File: src/rtl/pllseq_pkg.sv
`timescale 1ns/1ps
package pllseq_pkg;

  typedef enum logic [2:0] {
    ST_STAB   = 3'd0,
    ST_RHOLD  = 3'd1,
    ST_LOCKW  = 3'd2,
    ST_LOCKED = 3'd3,
    ST_PLLON  = 3'd4
  } seq_state_t;

  localparam logic [1:0] ADR_CTRL = 2'd0;
  localparam logic [1:0] ADR_DIV  = 2'd1;
  localparam logic [1:0] ADR_STAT = 2'd2;

  function automatic int unsigned ceil_cycles(input int unsigned span_ns,
                                              input int unsigned per_ns);
    return (span_ns + per_ns - 1) / per_ns;
  endfunction

endpackage

File: src/rtl/pllseq_regs.sv
`timescale 1ns/1ps
module pllseq_regs #(
  parameter int DW = 16
) (
  input  logic          clk,
  input  logic          rst_n,
  input  logic          wr_en,
  input  logic [1:0]    wr_addr,
  input  logic [DW-1:0] wr_data,
  output logic          en_nxt,
  output logic          en_q,
  output logic          rst_req,
  output logic          div_chg,
  output logic [DW-1:0] div_q
);
  import pllseq_pkg::*;

  logic wr_ctrl;
  logic wr_div;
  logic en_d;

  assign wr_ctrl = wr_en && (wr_addr == ADR_CTRL);
  assign wr_div  = wr_en && (wr_addr == ADR_DIV);

  always_comb begin
    en_d = en_q;
    if (wr_ctrl) en_d = wr_data[0];
  end

  assign en_nxt  = en_d;
  assign rst_req = wr_ctrl && wr_data[1];
  assign div_chg = wr_div && (wr_data != div_q);

  always_ff @(posedge clk or negedge rst_n) begin
    if (!rst_n) begin
      en_q  <= 1'b0;
      div_q <= '0;
    end else begin
      if (wr_ctrl) en_q  <= en_d;
      if (wr_div)  div_q <= wr_data;
    end
  end

  AST_DIV_ONLY_BY_WRITE: assert property (@(posedge clk) disable iff (!rst_n)
    !wr_div |=> $stable(div_q));

endmodule

File: src/rtl/pllseq_timer.sv
`timescale 1ns/1ps
module pllseq_timer #(
  parameter int          CW   = 14,
  parameter int unsigned INIT = 0
) (
  input  logic          clk,
  input  logic          rst_n,
  input  logic          load,
  input  logic [CW-1:0] load_val,
  output logic          cnt_zero
);
  localparam logic [CW-1:0] INIT_V = CW'(INIT);

  logic [CW-1:0] cnt_q;
  logic [CW-1:0] cnt_d;

  always_comb begin
    cnt_d = cnt_q;
    if (load)              cnt_d = load_val;
    else if (cnt_q != '0)  cnt_d = cnt_q - 1'b1;
  end

  always_ff @(posedge clk or negedge rst_n) begin
    if (!rst_n) cnt_q <= INIT_V;
    else        cnt_q <= cnt_d;
  end

  assign cnt_zero = (cnt_q == '0);

  AST_TIMER_FLOOR: assert property (@(posedge clk) disable iff (!rst_n)
    (cnt_zero && !load) |=> cnt_zero);

endmodule

File: src/rtl/pllseq_fsm.sv
`timescale 1ns/1ps
module pllseq_fsm #(
  parameter int          CW        = 14,
  parameter int unsigned RHOLD_CYC = 125,
  parameter int unsigned LOCK_CYC  = 2000
) (
  input  logic                   clk,
  input  logic                   rst_n,
  input  logic                   t_zero,
  input  logic                   en_nxt,
  input  logic                   rst_req,
  input  logic                   div_chg,
  output logic                   t_load,
  output logic [CW-1:0]          t_val,
  output logic                   pll_rst,
  output logic                   clk_sel,
  output logic                   busy,
  output logic                   locked,
  output logic                   done_q
);
  import pllseq_pkg::*;

  localparam logic [CW-1:0] RH_LD = CW'(RHOLD_CYC - 1);
  localparam logic [CW-1:0] LK_LD = CW'(LOCK_CYC - 1);

  seq_state_t state_q;
  seq_state_t state_d;
  logic       restart;
  logic       done_d;

  assign restart = rst_req || div_chg;

  always_comb begin
    state_d = state_q;
    t_load  = 1'b0;
    t_val   = '0;
    case (state_q)
      ST_STAB: begin
        if (t_zero) begin
          state_d = ST_RHOLD;
          t_load  = 1'b1;
          t_val   = RH_LD;
        end
      end
      ST_RHOLD: begin
        if (restart) begin
          t_load = 1'b1;
          t_val  = RH_LD;
        end else if (t_zero) begin
          state_d = ST_LOCKW;
          t_load  = 1'b1;
          t_val   = LK_LD;
        end
      end
      ST_LOCKW: begin
        if (restart) begin
          state_d = ST_RHOLD;
          t_load  = 1'b1;
          t_val   = RH_LD;
        end else if (t_zero) begin
          if (en_nxt) state_d = ST_PLLON;
          else        state_d = ST_LOCKED;
        end
      end
      ST_LOCKED: begin
        if (restart) begin
          state_d = ST_RHOLD;
          t_load  = 1'b1;
          t_val   = RH_LD;
        end else if (en_nxt) begin
          state_d = ST_PLLON;
        end
      end
      ST_PLLON: begin
        if (restart) begin
          state_d = ST_RHOLD;
          t_load  = 1'b1;
          t_val   = RH_LD;
        end else if (!en_nxt) begin
          state_d = ST_LOCKED;
        end
      end
      default: state_d = ST_STAB;
    endcase
  end

  assign done_d = (state_d == ST_PLLON) && (state_q != ST_PLLON);

  always_ff @(posedge clk or negedge rst_n) begin
    if (!rst_n) begin
      state_q <= ST_STAB;
      done_q  <= 1'b0;
    end else begin
      state_q <= state_d;
      done_q  <= done_d;
    end
  end

  assign pll_rst = (state_q == ST_STAB) || (state_q == ST_RHOLD);
  assign busy    = pll_rst || (state_q == ST_LOCKW);
  assign clk_sel = (state_q == ST_PLLON);
  assign locked  = (state_q == ST_LOCKED) || (state_q == ST_PLLON);

  AST_BUSY_BYPASS: assert property (@(posedge clk) disable iff (!rst_n)
    busy |-> !clk_sel);
  AST_DONE_SINGLE: assert property (@(posedge clk) disable iff (!rst_n)
    done_q |=> !done_q);
  AST_RESTART_BYPASS: assert property (@(posedge clk) disable iff (!rst_n)
    (restart && (state_q != ST_STAB)) |=> (pll_rst && !clk_sel));

endmodule

File: src/rtl/pll_seq_ctrl.sv
`timescale 1ns/1ps
module pll_seq_ctrl #(
  parameter int unsigned CLK_PERIOD_NS = 8,
  parameter int unsigned STAB_NS       = 100000,
  parameter int unsigned RHOLD_NS      = 1000,
  parameter int unsigned LOCK_PERIODS  = 2000,
  parameter int          DW            = 16,
  parameter int          PDIV_W        = 5,
  parameter int          MULT_W        = 6,
  parameter int          MULT_LSB      = 8
) (
  input  logic              clk,
  input  logic              rst_n,
  input  logic              wr_en,
  input  logic [1:0]        wr_addr,
  input  logic [DW-1:0]     wr_data,
  input  logic [1:0]        rd_addr,
  output logic [DW-1:0]     rd_data,
  output logic              pll_rst,
  output logic              clk_sel,
  output logic [PDIV_W-1:0] pll_prediv,
  output logic [MULT_W-1:0] pll_mult,
  output logic              busy,
  output logic              done
);
  import pllseq_pkg::*;

  localparam int unsigned STAB_CYC  = ceil_cycles(STAB_NS, CLK_PERIOD_NS);
  localparam int unsigned RHOLD_CYC = ceil_cycles(RHOLD_NS, CLK_PERIOD_NS);
  localparam int unsigned LOCK_CYC  = LOCK_PERIODS;
  localparam int unsigned MAX_AB    = (STAB_CYC > RHOLD_CYC) ? STAB_CYC : RHOLD_CYC;
  localparam int unsigned MAX_CYC   = (MAX_AB > LOCK_CYC) ? MAX_AB : LOCK_CYC;
  localparam int          CW        = $clog2(MAX_CYC + 1);
  localparam int          HW        = $clog2(RHOLD_CYC + 1);
  localparam int          LW        = $clog2(LOCK_CYC + 1);

  logic          en_nxt;
  logic          en_q;
  logic          rst_req;
  logic          div_chg;
  logic [DW-1:0] div_q;
  logic          t_zero;
  logic          t_load;
  logic [CW-1:0] t_val;
  logic          locked;

  pllseq_regs #(.DW(DW)) u_regs (
    .clk     (clk),
    .rst_n   (rst_n),
    .wr_en   (wr_en),
    .wr_addr (wr_addr),
    .wr_data (wr_data),
    .en_nxt  (en_nxt),
    .en_q    (en_q),
    .rst_req (rst_req),
    .div_chg (div_chg),
    .div_q   (div_q)
  );

  pllseq_timer #(.CW(CW), .INIT(STAB_CYC - 1)) u_timer (
    .clk      (clk),
    .rst_n    (rst_n),
    .load     (t_load),
    .load_val (t_val),
    .cnt_zero (t_zero)
  );

  pllseq_fsm #(.CW(CW), .RHOLD_CYC(RHOLD_CYC), .LOCK_CYC(LOCK_CYC)) u_fsm (
    .clk     (clk),
    .rst_n   (rst_n),
    .t_zero  (t_zero),
    .en_nxt  (en_nxt),
    .rst_req (rst_req),
    .div_chg (div_chg),
    .t_load  (t_load),
    .t_val   (t_val),
    .pll_rst (pll_rst),
    .clk_sel (clk_sel),
    .busy    (busy),
    .locked  (locked),
    .done_q  (done)
  );

  assign pll_prediv = div_q[PDIV_W-1:0];
  assign pll_mult   = div_q[MULT_LSB +: MULT_W];

  always_comb begin
    rd_data = '0;
    case (rd_addr)
      ADR_CTRL: rd_data[1:0] = {pll_rst, en_q};
      ADR_DIV:  rd_data      = div_q;
      ADR_STAT: rd_data[2:0] = {locked, clk_sel, busy};
      default:  rd_data      = '0;
    endcase
  end

  // Interval checkers: saturating counts of cycles with reset high and since release
  logic [HW-1:0] hi_cnt;
  logic [LW-1:0] rel_cnt;

  always_ff @(posedge clk or negedge rst_n) begin
    if (!rst_n) begin
      hi_cnt  <= '0;
      rel_cnt <= '0;
    end else begin
      if (!pll_rst)                      hi_cnt <= '0;
      else if (hi_cnt != HW'(RHOLD_CYC)) hi_cnt <= hi_cnt + 1'b1;
      if (pll_rst)                       rel_cnt <= '0;
      else if (rel_cnt != LW'(LOCK_CYC)) rel_cnt <= rel_cnt + 1'b1;
    end
  end

  AST_RESET_HOLD_MIN: assert property (@(posedge clk) disable iff (!rst_n)
    $fell(pll_rst) |-> (hi_cnt >= HW'(RHOLD_CYC)));
  AST_LOCK_WAIT_MIN: assert property (@(posedge clk) disable iff (!rst_n)
    $rose(clk_sel) |-> (rel_cnt >= LW'(LOCK_CYC)));
  AST_DONE_WITH_SEL: assert property (@(posedge clk) disable iff (!rst_n)
    $rose(clk_sel) |-> done);
  AST_SEL_NEEDS_RELEASE: assert property (@(posedge clk) disable iff (!rst_n)
    clk_sel |-> !pll_rst);

endmodule

File: config.mk
export PLATFORM = sky130hd
export DESIGN_NAME = pll_seq_ctrl
export DESIGN_NICKNAME = d
export VERILOG_FILES = /design/src/rtl/pllseq_pkg.sv /design/src/rtl/pllseq_regs.sv /design/src/rtl/pllseq_timer.sv /design/src/rtl/pllseq_fsm.sv /design/src/rtl/pll_seq_ctrl.sv
export SDC_FILE = /design/constraint.sdc
export NUM_CORES = 1
export LEC_CHECK = 0
export ABC_AREA = 1
export BUFFER_PORTS_ARGS = -buffer_cell sky130_fd_sc_hd__buf_2
export CAP_MARGIN = 30
export CORE_ASPECT_RATIO = 0.6
export CORE_MARGIN = 1
export CORE_UTILIZATION = 51
export CTS_CLUSTER_SIZE = 30
export DETAILED_ROUTE_END_ITERATION = 10
export PLACE_DENSITY = 0.77
export SLEW_MARGIN = 30
export SYNTH_ARGS = -nofsm -noshare
export SYNTH_HDL_FRONTEND = slang
export SYNTH_HIERARCHICAL = 1
export SYNTH_SLANG_ARGS = --single-unit
File: constraint.sdc
create_clock -name clk -period 2.55 [get_ports clk]
set_clock_uncertainty 0.15 [all_clocks]
set_input_delay 0.51 -clock clk [delete_from_list [all_inputs] [get_ports clk]]
set_output_delay 0.51 -clock clk [all_outputs]
set_load 0.02 [all_outputs]
## Yosys cells after proc, flatten, opt, wreduce, memory -nomap -nowiden

Cells that the tools add are included.

- Register bits: 35
- Latch bits: 0
- Memory bits (writable): 0
- Bits in read-only memories: 0
- Output and inout bits: 31
- Logic and storage cells: 58
- Memories kept: 0

- $add $sub $neg: 1
- Multipliers: 0
- Divide/modulo/power cells: 0
- $lt $le $gt $ge: 0
- Equality and inequality tests: 10
- Shift operators: 0
- Mux-type cells: 26
- Bitwise gates (word level): 0
- Reductions and logical operators: 16

Operators with widths:

| cell | count |
|---|---|
| $mux W14 | 3 |
| $pmux W14 S3 | 1 |
| $mux W3 | 10 |
| $ne A16 B16 Y1 | 1 |
| $pmux W3 S5 | 1 |
| $logic_not A14 Y1 | 1 |
| $mux W7 | 2 |
| $reduce_bool A14 Y1 | 1 |
| $sub A14 B1 Y14 const B | 1 |
| $mux W13 | 1 |
| $mux W11 | 1 |
| $eq A3 B2 Y1 const B | 2 |
| $eq A3 B3 Y1 const B | 2 |
| $pmux W2 S3 | 1 |
| $logic_and A1 B1 Y1 | 5 |
| $eq A2 B1 Y1 const B | 2 |
| $logic_not A2 Y1 | 2 |
| $logic_or A1 B1 Y1 | 4 |
| $mux W1 | 4 |
| $eq A3 B1 Y1 const B | 1 |
| $logic_not A3 Y1 | 1 |
| $ne A3 B3 Y1 const B | 1 |
| $pmux W1 S3 | 1 |
| $reduce_or A3 Y1 | 1 |
| other kinds (3) | 3 |

## Depth between registers and ports, before layout

Gate-level depths: netlist (run 1).

- Depth in word-level cells: 9
- Gate-level depth with buffers: 16
- Gate-level depth less buffers: 16

## By module

The synthesis (run 1) kept the hierarchy.

By module, submodules not included:

| module | times used | cells each | area each (sq um) | seq. area each (sq um) |
|---|---|---|---|---|
| pllseq_regs | 1 | 149 | 1039.7 | 425.4 |
| pllseq_timer | 1 | 144 | 1017.2 | 359.1 |
| pllseq_fsm | 1 | 77 | 478.0 | 100.1 |
| pll_seq_ctrl | 1 | 50 | 244.0 | 0.0 |

## Worst setup path after synthesis (run 1)

OpenSTA, ideal clock, no wires.

- Kind: register to register
- Start: register u_timer.cnt_q[0]
- End: register u_timer.cnt_q[1]
- Arrival: 2435 ps
- Data required time: 2327 ps
- Setup slack: -108 ps
- Cell stages (with the launch flop): 16
- Path buffers: 1
- Clock period less this slack: 2658 ps
- Path through: dfstp_2 -> inv_1 -> ha_1 -> nand2_4 -> nor2_2 -> nand4_1 -> nor3_1 -> inv_2 -> nor3_1 -> inv_1 -> o211ai_1 -> clkbuf_1 -> nand2_1 -> o21ai_0 -> nand2_1 -> o21ai_1

- Word-level cells in the longest chain between the ends: 5
- Elaborated cells on any way between the ends: 12
- Classes of those cells: add/sub: 1; mux: 8; reduce/logical: 3

Ends and longest elaborated chain:

| item | line | text |
|---|---|---|
| from (decl) | pllseq_timer.sv:14 | `logic [CW-1:0] cnt_q;` |
| from (signal assigned) | pllseq_timer.sv:25 | `else cnt_q <= cnt_d;` |
| $logic_not A14 Y1 * | pllseq_timer.sv:28 | `assign cnt_zero = (cnt_q == '0);` |
| net t_zero | pll_seq_ctrl.sv:42 | `logic t_zero;` |
| $mux W1 * | pllseq_fsm.sv:39, pllseq_fsm.sv:49 |  |
| $mux W1 | pllseq_fsm.sv:46 | `if (restart) begin` |
| $pmux W1 S3 * | pllseq_fsm.sv:37 | `case (state_q)` |
| net t_load | pll_seq_ctrl.sv:43 | `logic t_load;` |
| $mux W14 or $reduce_bool A2 Y1 (tied branches) | -- |  |

Mark *: on every way through the listed nets, which the timed path passes. The rest lies on a longest branch. The select of a mux whose other input is x is not followed.
A chain may end at the register's enable or synchronous reset.

## Worst setup path in the final report (run 1)

- Start: register u_timer.cnt_q[3]
- End: register u_timer.cnt_q[13]

Same word-level chain as after synthesis.

==> results of run 1 <==
==> synth_stat cells (all sizes together) <==
cell type and count:
a21boi 1, a21oi 11, buf 18, clkbuf 1
clkinv 2, conb 1, dfrtp 28, dfstp 7
ha 5, inv 75, mux2 1, nand2 149
nand3 22, nand3b 1, nand4 1, nor2 53
nor3 5, o211ai 3, o21ai 30, or2 4
xnor2 1, xor2 1
==> per-layer routing <==
metal,share of wire,track usage
met1,0.51,0.339
met2,0.42,0.360
met3,0.064,0.0448
met4,0.0071,0.0567
met5,0,0
==> worst max-delay path, delay by kind of cell, from the launching register on <==
kind | cells | cell delay, ns
simple gates | 9 | 1.12
buf+inv | 4 | 0.57
flops | 1 | 0.41
compound gates | 1 | 0.17
==> timing repair <==
item                       CTS  global route
buffers inserted             0             7
hold buffers                 0             0
setup endpoints to repair    0            14
resized for setup            0            11
==> cells by family after synthesis <==
logic type / share of synthesized area
simple gates: 0.377
buf+inv: 0.160
compound gates: 0.109
flops: 0.318
fa+ha+maj: 0.0225
xor+xnor: 0.00630
other cells: 0.00135
mux: 0.00540
==> layout make-up <==
cell class | instances | area, sq um
Timing Repair inverter | 1 | 5.00
Timing Repair Buffer | 75 | 430
Clock buffer | 7 | 76.3
Multi-Input combinational cell | 291 | 1490
Inverter | 77 | 294
Sequential cell | 35 | 886
Fill cell | 498 | 1880
Clock inverter | 1 | 5.00
Tap cell | 66 | 82.6
==> layout by cell type, fill, tap and decap left out, drive strengths merged, types with 7 or more instances in the layout <==
cell	n
inv	75
nor2	53
dfstp	7
buf	75
nand3	22
dfrtp	28
nand2	149
a21oi	11
o21ai	30
clkbuf	7
==> power breakdown <==
part / internal [mW] / switching, mW
sequential: 0.762 / 0.187
combinational: 0.465 / 0.708
clock: 0.192 / 0.205
==> how the worst max path moves through the flow <==
stage                          start           endpoint  slack (ns)  depth (start not counted)
floorplan           u_timer/cnt_q[0]   u_timer/cnt_q[1]        0.02                         15
global placement         wr_data[10]   u_timer/cnt_q[2]        0.13                         18
detailed placement  u_timer/cnt_q[0]   u_timer/cnt_q[2]        0.03                         16
CTS                 u_timer/cnt_q[0]   u_timer/cnt_q[2]        0.02                         16
global route        u_timer/cnt_q[1]  u_timer/cnt_q[13]       -0.04                         15
finish              u_timer/cnt_q[3]  u_timer/cnt_q[13]        0.07                         14
==> state kept, by name, indices dropped and copies added (netlist names) <==
name / flops
u_regs/en_q: 1
u_fsm/state_q: 3
u_regs/div_q: 16
u_fsm/done_q: 1
u_timer/cnt_q: 14
==> metrics by stage <==
step	total power [mW]	hold WS (ns)	std cells	setup TNS, ns	util
2_1_floorplan	1.70	0.0644	422	0	-
3_3_place_gp	1.99	0.346	537	0	0.601
3_5_place_dp	2.01	0.366	537	0	0.601
4_1_cts	2.42	0.170	545	0	0.617
5_1_grt	2.72	0.220	553	-0.0416	0.635
6_report	2.52	0.141	553	0	0.635
==> summary.md, run 1 <==
| Metric | Value |
|---|---|
| Status | `completed` |
| Placer congestion estimate | `approximately 0.87` |
| NumNets Final | `514` |
| Synth cell types | `38` |
| FP Rows | `20` |
| Die Area | `0.00576 sq mm` |
| Leakage | `1.90 nW` |
| DR vias | `2,659` |
| WP data required | `2.63 ns` |
| CP max stage delay | `about 0.41 ns` |
| Core footprint | `slightly above 0.005 sq mm` |
| Clock Pin Slew Worst Setup and Hold Paths | `roughly 0.070 ns` |
| DR WL/cell | `roughly 11 um` |
| First-pass GRT wire length | `~11,000 um` |
| Clk Latency, worst-skew pair | `approximately 0.29 ns` |
| Die W | `slightly below 100 um` |
| Ant diodes | `0` |
| Worst reg-to-reg path cell count | `14` |
| Crit-path slowest cell | `dfrtp_1` |
| Tot GR Track Use | `0.232` |
| Slew Limit Fails | `0` |
| Via density | `4.81` |
| IO buf count | `53` |
| Remaining Overflow, GRT | `0` |
| Area growth from synthesis to layout | `17.7%` |
| Layout cells sized above 1 | `0.308` |
| Drt first pass iters | `5` |
| Post-route DRC violation count | `0` |
| Post-DP HPWL | `roughly 4700 um` |
| Final WS setup | `roughly 0.067 ns` |
| Clock Tree Buf Depth | `2` |
| CP cell instances | `nor2_2 -> nand2_4 -> nor2_2 -> nand4_1 -> nor3_2 -> buf_4 -> nor2_1 -> o211ai_1 -> buf_4 -> clkinvlp_2 -> buf_4 -> or2_2 -> nand2_1 -> nor2_1` |
| Fin crit period | `2.48 ns` |
| Worst reg2reg setup slack | `~0.067 ns` |
| Pin count of the biggest net entering global routing | `36` |
| Peak Freq | `slightly above 0.4 GHz` |
| CP Capture Type | `flop` |
| Number of global-route vias before repair | `2,353` |
| Final wirelength | `roughly 6300 um` |
| Worst Tran Pin Value | `~0.78 ns` |
| Synth top area share | `0.252` |
| CP startpoint kind | `flop` |
| # IOs | `54` |
| Top post-synthesis cells by area | `dfrtp_1 (25%), nand2_1 (19%), inv_1 (9.3%)` |
| Post-synthesis register bit count | `35` |
| Sequential area share after synthesis | `0.318` |
| Syn Area/Cell | `between 6 and 7 sq um` |
| Tcrit/Tclk final | `0.974` |
| CP arrival | `2.56 ns` |
| Ys Warns | `6` |
| Worst Path Max Fanout | `6` |
| Critical path's most frequent cell | `buf_4` |
| Final Setup Violations | `0` |
| Leading area contributor after synthesis | `dfrtp_1` |
| Final Hold Viols | `0` |
| Area after DPL | `just over 0.003 sq mm` |
| R2R Path Start | `u_timer/cnt_q[3]` |
| FF-to-FF End | `u_timer/cnt_q[13]` |
| Max_cap viols | `0` |
| Pwr per Cell Area | `770 mW/mm^2` |
| Kind of critical path | `flop to flop` |
| First DRT Iteration DRCs | `183` |
| TritonCTS clock tree | `done` |
| TritonCTS Buffers | `5` |
| Post-Place Setup Slack | `0.0340 ns` |
| Worst VDD drop | `~0.30 mV` |
| Worst hold path class | `input pin to async pin` |
| H-tree levels | `2` |
| Syn Inst Count | `420` |
| Initial core utilization | `0.539` |
| Die H | `~60 um` |
| Initial antenna violation count | `0` |
| Design Area, Final | `approximately 0.0033 sq mm` |
| CTS Root Cell | `clkbuf_8` |
| Clk sinks | `35` |
| Rel. slew slack | `0.483` |
| DRT antenna net count | `0` |
| Cell Area, Synth | `between 0.002 and 0.003 sq mm` |
(Power assumes the default switching activity.)
==> run 2, diff against run 1 <==
==> constraint.sdc (replaced) <==
create_clock -name clk -period 2.1 [get_ports clk]
set_clock_uncertainty 0.15 [all_clocks]
set_input_delay 0.42 -clock clk [delete_from_list [all_inputs] [get_ports clk]]
set_output_delay 0.42 -clock clk [all_outputs]
set_load 0.01 [all_outputs]
==> run 2 against run 1 <==
  * Critical endpoint is now u_timer/cnt_q[1]
  * Largest power group unchanged
  * Non-clock buffer count up 58
  * Clock power grew 89%
  * The flow now finishes with violations (negative setup slack)
  * Routed wire length is 18% higher
  * Register-to-register slack lost 0.36 ns
  * Flip-flop and latch count unchanged
  * Global-route usage increased by 2.8 points
  * Cell count rose by 10%
==> summary.md, run 2 (synthesized netlist as in run 1, its figures left out) <==
| Metric | Value |
|---|---|
| Core footprint | `0.00515 sq mm (unchanged)` |
| H-tree levels | `2 (unchanged)` |
| DRT antenna net count | `0 (unchanged)` |
| Worst Path Max Fanout | `6 (unchanged)` |
| Final Hold Viols | `0 (unchanged)` |
| Pwr per Cell Area | `949 mW/mm^2 (+23%)` |
| Leakage | `2.27 nW (+19%)` |
| Clk Latency, worst-skew pair | `0.29 ns (about the same)` |
| Post-route DRC violation count | `0 (unchanged)` |
| Worst reg-to-reg path cell count | `15 (+1)` |
| Pin count of the biggest net entering global routing | `36 (unchanged)` |
| Fillcell total | `392 (-21%)` |
| Worst hold path class | `input pin to async pin` |
| DR WL/cell | `12.2 um (+6.7%)` |
| FP Rows | `20 (unchanged)` |
| Die W | `97.3 um (unchanged)` |
| Final wirelength | `7440 um (+18%)` |
| Most flop-heavy register | `u_regs/div_q` |
| Final Setup Violations | `14 (+14)` |
| Clock network power share | `0.202 (+0.045)` |
| Clock Tree Buf Depth | `2 (unchanged)` |
| Status | `complete, but fails checks` |
| Commonest non-fill, non-tap cell in the layout | `nand2_1` |
| Fin crit period | `2.39 ns (-0.0909 ns)` |
| CP endpoint | `u_timer/cnt_q[1]` |
| Cell internal pwr | `2.27 mW (+60%)` |
| Area growth from synthesis to layout | `40.4%` |
| Final WS setup | `-0.292 ns (-0.359 ns)` |
| Slew Limit Fails | `0 (unchanged)` |
| TritonCTS Buffers | `5 (unchanged)` |
| CP startpoint kind | `flop` |
| Number of global-route vias before repair | `2,617 (+11%)` |
| Psw | `1.43 mW (+30%)` |
| Setup_tns | `-3.41 ns (-3.41 ns)` |
| Initial core utilization | `0.539 (unchanged)` |
| Peak Freq | `0.418 GHz (+3.8%)` |
| Remaining Overflow, GRT | `0 (unchanged)` |
| # IOs | `54 (unchanged)` |
| Tcrit/Tclk final | `1.14 (+0.165)` |
| Critical path startpoint | `u_timer/cnt_q[8]` |
| Switch share | `0.387 (-0.0497)` |
| Largest registers | `u_regs/div_q x16, u_timer/cnt_q x14, u_fsm/state_q x3` |
| WP data required | `2.17 ns (-0.46 ns)` |
| Via density | `4.89 (+1.8%)` |
| Worst VDD drop | `0.397 mV (+32%)` |
| Placer congestion estimate | `0.855 (-2.1%)` |
| Combined area of the multi-input logic cells | `0.00159 sq mm (+6.5%)` |
| Post-DP HPWL | `5400 um (+14%)` |
| Ant diodes | `0 (unchanged)` |
| Failing checks | `negative setup slack` |
| Max FFs per register | `16 (unchanged)` |
| Max_cap viols | `0 (unchanged)` |
| Seq pwr share | `0.295 (-0.082)` |
| Drt first pass iters | `5 (unchanged)` |
| TritonCTS clock tree | `done` |
| Sequential standard cell area | `887 sq um (+0.14%)` |
| CTS Root Cell | `clkbuf_8` |
| Initial antenna violation count | `0 (unchanged)` |
| First DRT Iteration DRCs | `146 (-20%)` |
| Combinational share of power | `0.503 (+0.037)` |
| Commonest non-fill, non-tap cells in the layout | `nand2_1 (139), buf_4 (71), inv_1 (65), buf_2 (54), nor2_1 (35)` |
| Die Area | `0.00576 sq mm (unchanged)` |
| Layout cells sized above 1 | `0.425 (+0.117)` |
| RSZ-0062 raised after global routing | `yes` |
| Total Power | `3.70 mW (+47%)` |
| Clock Pin Slew Worst Setup and Hold Paths | `0.08 ns (about the same)` |
| Tot GR Track Use | `0.260 (+0.0277)` |
| NumNets Final | `571 (+11%)` |
| IO buf count | `53 (unchanged)` |
| R2R Path Start | `u_timer/cnt_q[8]` |
| DR vias | `2,985 (+12%)` |
| CP Capture Type | `flop` |
| CP arrival | `2.46 ns (-0.10 ns)` |
| Kind of critical path | `flop to flop` |
| Worst reg2reg setup slack | `-0.29 ns (-0.36 ns)` |
| First-pass GRT wire length | `11,900 um (+11%)` |
| Die H | `59.2 um (unchanged)` |
| FF-to-FF End | `u_timer/cnt_q[1]` |
| Clk sinks | `35 (unchanged)` |
run 2: changes by cell type in the layout (fill, tap and decap cells not counted), sizes merged:
cell / change
buf: +58
clkinv: -3
bufinv: +2
clkbuf: -2
inv: +2
run 2: cell type report:
| type | count | share of cell area |
|---|---|---|
| multi-input cells | 291 | 0.408 |
| repair buffers | 133 | 0.231 |
| flip-flops and latches | 35 | 0.227 |
| inverters | 77 | 0.0779 |
| well taps | 66 | 0.0212 |
| clock buffers | 5 | 0.0176 |
| clock inverters | 3 | 0.0173 |
run 2: how the worst min path moves through the flow:
stage          start               end  slack, ns  cells past startpoint
2_1_floorplan  rst_n      u_fsm/done_q      -0.03                      0
3_3_place_gp   rst_n  u_regs/div_q[11]       0.34                      2
3_5_place_dp   rst_n  u_regs/div_q[10]       0.35                      2
4_1_cts        rst_n  u_regs/div_q[10]       0.01                      2
5_1_grt        rst_n  u_regs/div_q[10]       0.03                      2
6_report       rst_n  u_regs/div_q[10]      0.007                      2
run 2: per-layer routing:
layer / wire length, um / global-route usage / up-vias
li1: - / - / 1503
met1: 3470 / 0.362 / 1371
met2: 3480 / 0.429 / 105
met3: 449 / 0.0483 / 6
met4: 37 / 0.0609 / 0
met5: 0 / 0 / -
run 2: stage by stage:
stage / instance area [sq um] / cells / setup slack (ns) / util / hold WS (ns)
detailed placement: 3500 / 586 / -0.362 / 0.679 / 0.346
CTS: 3710 / 601 / -0.188 / 0.720 / 0.0146
floorplan: 2830 / 422 / -0.245 / - / -0.0256
finish: 3900 / 610 / -0.292 / 0.757 / 0.00710
global placement: 3500 / 586 / -0.171 / 0.679 / 0.337
global route: 3900 / 610 / -0.460 / 0.757 / 0.0309
run 2: critical path, cell delays in order, from the launching register on:
cell,delay [ns]
dfrtp_1,0.39
inv_1,0.08
nand2_1,0.11
nor2_2,0.13
nand4_1,0.13
nor3_2,0.24
inv_2,0.08
nor3_4,0.21
inv_2,0.07
o211ai_1,0.09
buf_4,0.19
buf_6,0.14
nand2_2,0.05
o21ai_2,0.06
nand2_1,0.09
o21ai_1,0.10
run 2: timing repair:
item	CTS	global route
buffers inserted	6	11
pin swaps	2	20
gates cloned	1	0
resized for setup	5	40
endpoints found under the setup margin	15	19
hold buffers	0	0
run 2: power groups by stage:
stage                     clock network (mW)  logic [mW]  registers (mW)
final                                  0.749        1.86            1.09
after global routing                   0.790        2.05            1.12
after CTS                              0.758        1.68            1.09
after detailed placement                   0        1.65            1.10
after global placement                     0        1.60            1.08
after floorplan                            0       0.953            1.12
==> run 3, diff against run 2 <==
Settings changed: REMOVE_ABC_BUFFERS set to 1.
==> run 3 against run 2 <==
  * The run ends with negative hold slack, negative setup slack left
  * Non-clock buffer count unchanged
  * Power down 0.94%
  * Clock-buffer cell count up 1
  * Cell count up 0.16%
  * Maximum frequency down 1.0%
  * Design area up 2.0%
  * Critical path type unchanged
==> summary.md, run 3 (synthesized netlist as in run 1, its figures left out) <==
| Metric | Value |
|---|---|
| Commonest non-fill, non-tap cells in the layout | `nand2_1 (138), buf_4 (70), inv_1 (65), buf_2 (53), nor2_1 (33)` |
| Max_cap viols | `0 (unchanged)` |
| DRT antenna net count | `0 (unchanged)` |
| Final Util | `0.772 (+0.0153)` |
| Critical path startpoint | `u_timer/cnt_q[0]` |
| Area growth from synthesis to layout | `43.3%` |
| First DRT Iteration DRCs | `185 (+27%)` |
| Die W | `97.3 um (unchanged)` |
| Pwr per Cell Area | `921 mW/mm^2 (-2.9%)` |
| Die H | `59.2 um (unchanged)` |
| Worst hold path class | `input pin to async pin` |
| Peak Freq | `0.414 GHz (-1.0%)` |
| Commonest non-fill, non-tap cell in the layout | `nand2_1` |
| Worst Path Max Fanout | `6 (unchanged)` |
| DR vias | `3,014 (+0.97%)` |
| Delay-heaviest family, CP | `simple AND/OR/NAND/NOR gates` |
| Fin crit period | `2.42 ns (+0.0253 ns)` |
| Core footprint | `0.00515 sq mm (unchanged)` |
| WP buf/inv | `5 (unchanged)` |
| First-pass GRT wire length | `12,000 um (+0.81%)` |
| Final wirelength | `7870 um (+5.8%)` |
| Area after DPL | `0.00345 sq mm (-1.5%)` |
| TritonCTS Buffers | `5 (unchanged)` |
| Kind of critical path | `flop to flop` |
| DR WL/cell | `12.9 um (+5.7%)` |
| Clk sinks | `35 (unchanged)` |
| Drt first pass iters | `7 (+2)` |
| CP cell instances | `inv_2 -> ha_4 -> nand2_4 -> nor2_4 -> nand4_1 -> nor3_2 -> inv_2 -> nor3_4 -> inv_1 -> o211ai_1 -> buf_4 -> buf_8 -> nand2_1 -> o21ai_1 -> nand2_1 -> o21ai_2` |
| Status | `complete, but fails checks` |
| Pin count of the biggest net entering global routing | `36 (unchanged)` |
| Crit-path slowest cell | `dfstp_2` |
| Most flop-heavy register | `u_regs/div_q` |
| FP Rows | `20 (unchanged)` |
| H-tree levels | `2 (unchanged)` |
| Clock Tree Buf Depth | `2 (unchanged)` |
| R2R Path Start | `u_timer/cnt_q[0]` |
| NumNets Final | `572 (+0.18%)` |
| Initial core utilization | `0.539 (unchanged)` |
| CP arrival | `2.49 ns (+0.03 ns)` |
| # IOs | `54 (unchanged)` |
| Remaining Overflow, GRT | `0 (unchanged)` |
| Final Setup Violations | `16 (+2)` |
| Post-CTS Hold Buffers | `0 (unchanged)` |
| Post-DP HPWL | `5310 um (-1.7%)` |
| Initial antenna violation count | `0 (unchanged)` |
| Post-Place Setup Slack | `-0.436 ns (-0.0743 ns)` |
| CP max stage delay | `0.38 ns (about the same)` |
| Post-route DRC violation count | `0 (unchanged)` |
| Final Hold Viols | `2 (+2)` |
| Clock Pin Slew Worst Setup and Hold Paths | `0.08 ns (about the same)` |
| Design Area, Final | `0.00398 sq mm (+2.0%)` |
| Layout cells sized above 1 | `0.444 (+0.0194)` |
| IO buf count | `53 (unchanged)` |
| Largest registers | `u_regs/div_q x16, u_timer/cnt_q x14, u_fsm/state_q x3` |
| TritonCTS clock tree | `done` |
| Final WS setup | `-0.317 ns (-0.0253 ns)` |
| Leakage | `2.30 nW (+1.6%)` |
| Tcrit/Tclk final | `1.15 (+0.0120)` |
| Clk Latency, worst-skew pair | `0.30 ns (about the same)` |
| Min Hold Slack | `-0.00759 ns (-0.0147 ns)` |
| Number of global-route vias before repair | `2,705 (+3.4%)` |
| Die Area | `0.00576 sq mm (unchanged)` |
| Worst VDD drop | `0.391 mV (-1.6%)` |
| Max FFs per register | `16 (unchanged)` |
| WP data required | `2.17 ns (about the same)` |
| Via density | `4.93 (+0.81%)` |
| CP Capture Type | `flop` |
| Slew Limit Fails | `0 (unchanged)` |
| Failing checks | `negative hold slack, negative setup slack` |
| Placer congestion estimate | `0.845 (-1.1%)` |
| CTS Root Cell | `clkbuf_8` |
| Ant diodes | `0 (unchanged)` |
| RSZ-0062 raised after global routing | `yes` |
| CP startpoint kind | `flop` |
| Tot GR Track Use | `0.268 (+0.00748)` |
-- run 3: changes by cell type in the layout (fill, tap and decap cells not counted), moves of 2 or more --
| cell | previous run | this run |
|---|---|---|
| nand3_1 | 16 | 12 |
| nand2_4 | 1 | 3 |
| nor2_2 | 11 | 14 |
| clkbuf_16 | 0 | 2 |
| nor2_1 | 35 | 33 |
| inv_2 | 10 | 8 |
| nand3_2 | 5 | 8 |
| o21ai_2 | 17 | 19 |
| inv_4 | 0 | 2 |
-- run 3: final cells by class --
type / instances / area, sq um
Tap cell: 66 / 82.6
Inverter: 77 / 307
Fill cell: 382 / 1170
Multi-Input combinational cell: 291 / 1640
Sequential cell: 35 / 888
Clock inverter: 2 / 35.0
Clock buffer: 6 / 82.6
Timing Repair inverter: 1 / 5.00
Timing Repair Buffer: 133 / 943
-- run 3: worst paths after layout --
kind	end	slack, ns	cells after the start
setup / recovery	u_timer/cnt_q[0]	-0.32	16
hold / removal	u_timer/cnt_q[8]	-0.008	2
setup reg to reg	u_timer/cnt_q[0]	-0.32	16
hold reg to reg	u_regs/en_q	0.37	2
max in group asynchronous	u_timer/cnt_q[12]	1.43	2
min in group clk	u_regs/div_q[7]	0.24	2
-- run 3: report_power, final --
group          leakage, nW  switching, mW  internal (mW)
registers            0.421          0.165          0.923
clock network       0.0612          0.271          0.385
logic                 1.82           1.05          0.871
total                 2.30           1.49           2.18
-- run 3: per-layer routing --
layer	vias up	GRT usage	wire length [um]
met5	-	0	0
met4	0	0.0924	101
met3	15	0.0436	388
met2	91	0.442	3660
met1	1406	0.366	3730
li1	1502	-	-
-- run 3: metrics by stage --
| step | power [mW] | TNS (ns) | instances |
|---|---|---|---|
| final | 3.67 | -3.82 | 611 |
| after global routing | 3.89 | -5.48 | 611 |
| after CTS | 3.44 | -3.33 | 597 |
| after detailed placement | 2.68 | -5.68 | 582 |
| after global placement | 2.62 | -3.58 | 582 |
| after floorplan | 2.00 | -11.23 | 403 |
-- run 3: timing repair --
| action | CTS | global route |
|---|---|---|
| endpoints found under the setup margin | 15 | 20 |
| gates resized for setup | 26 | 44 |
| cloned | 1 | 2 |
| buffers inserted | 6 | 13 |
| pin swaps | 15 | 31 |
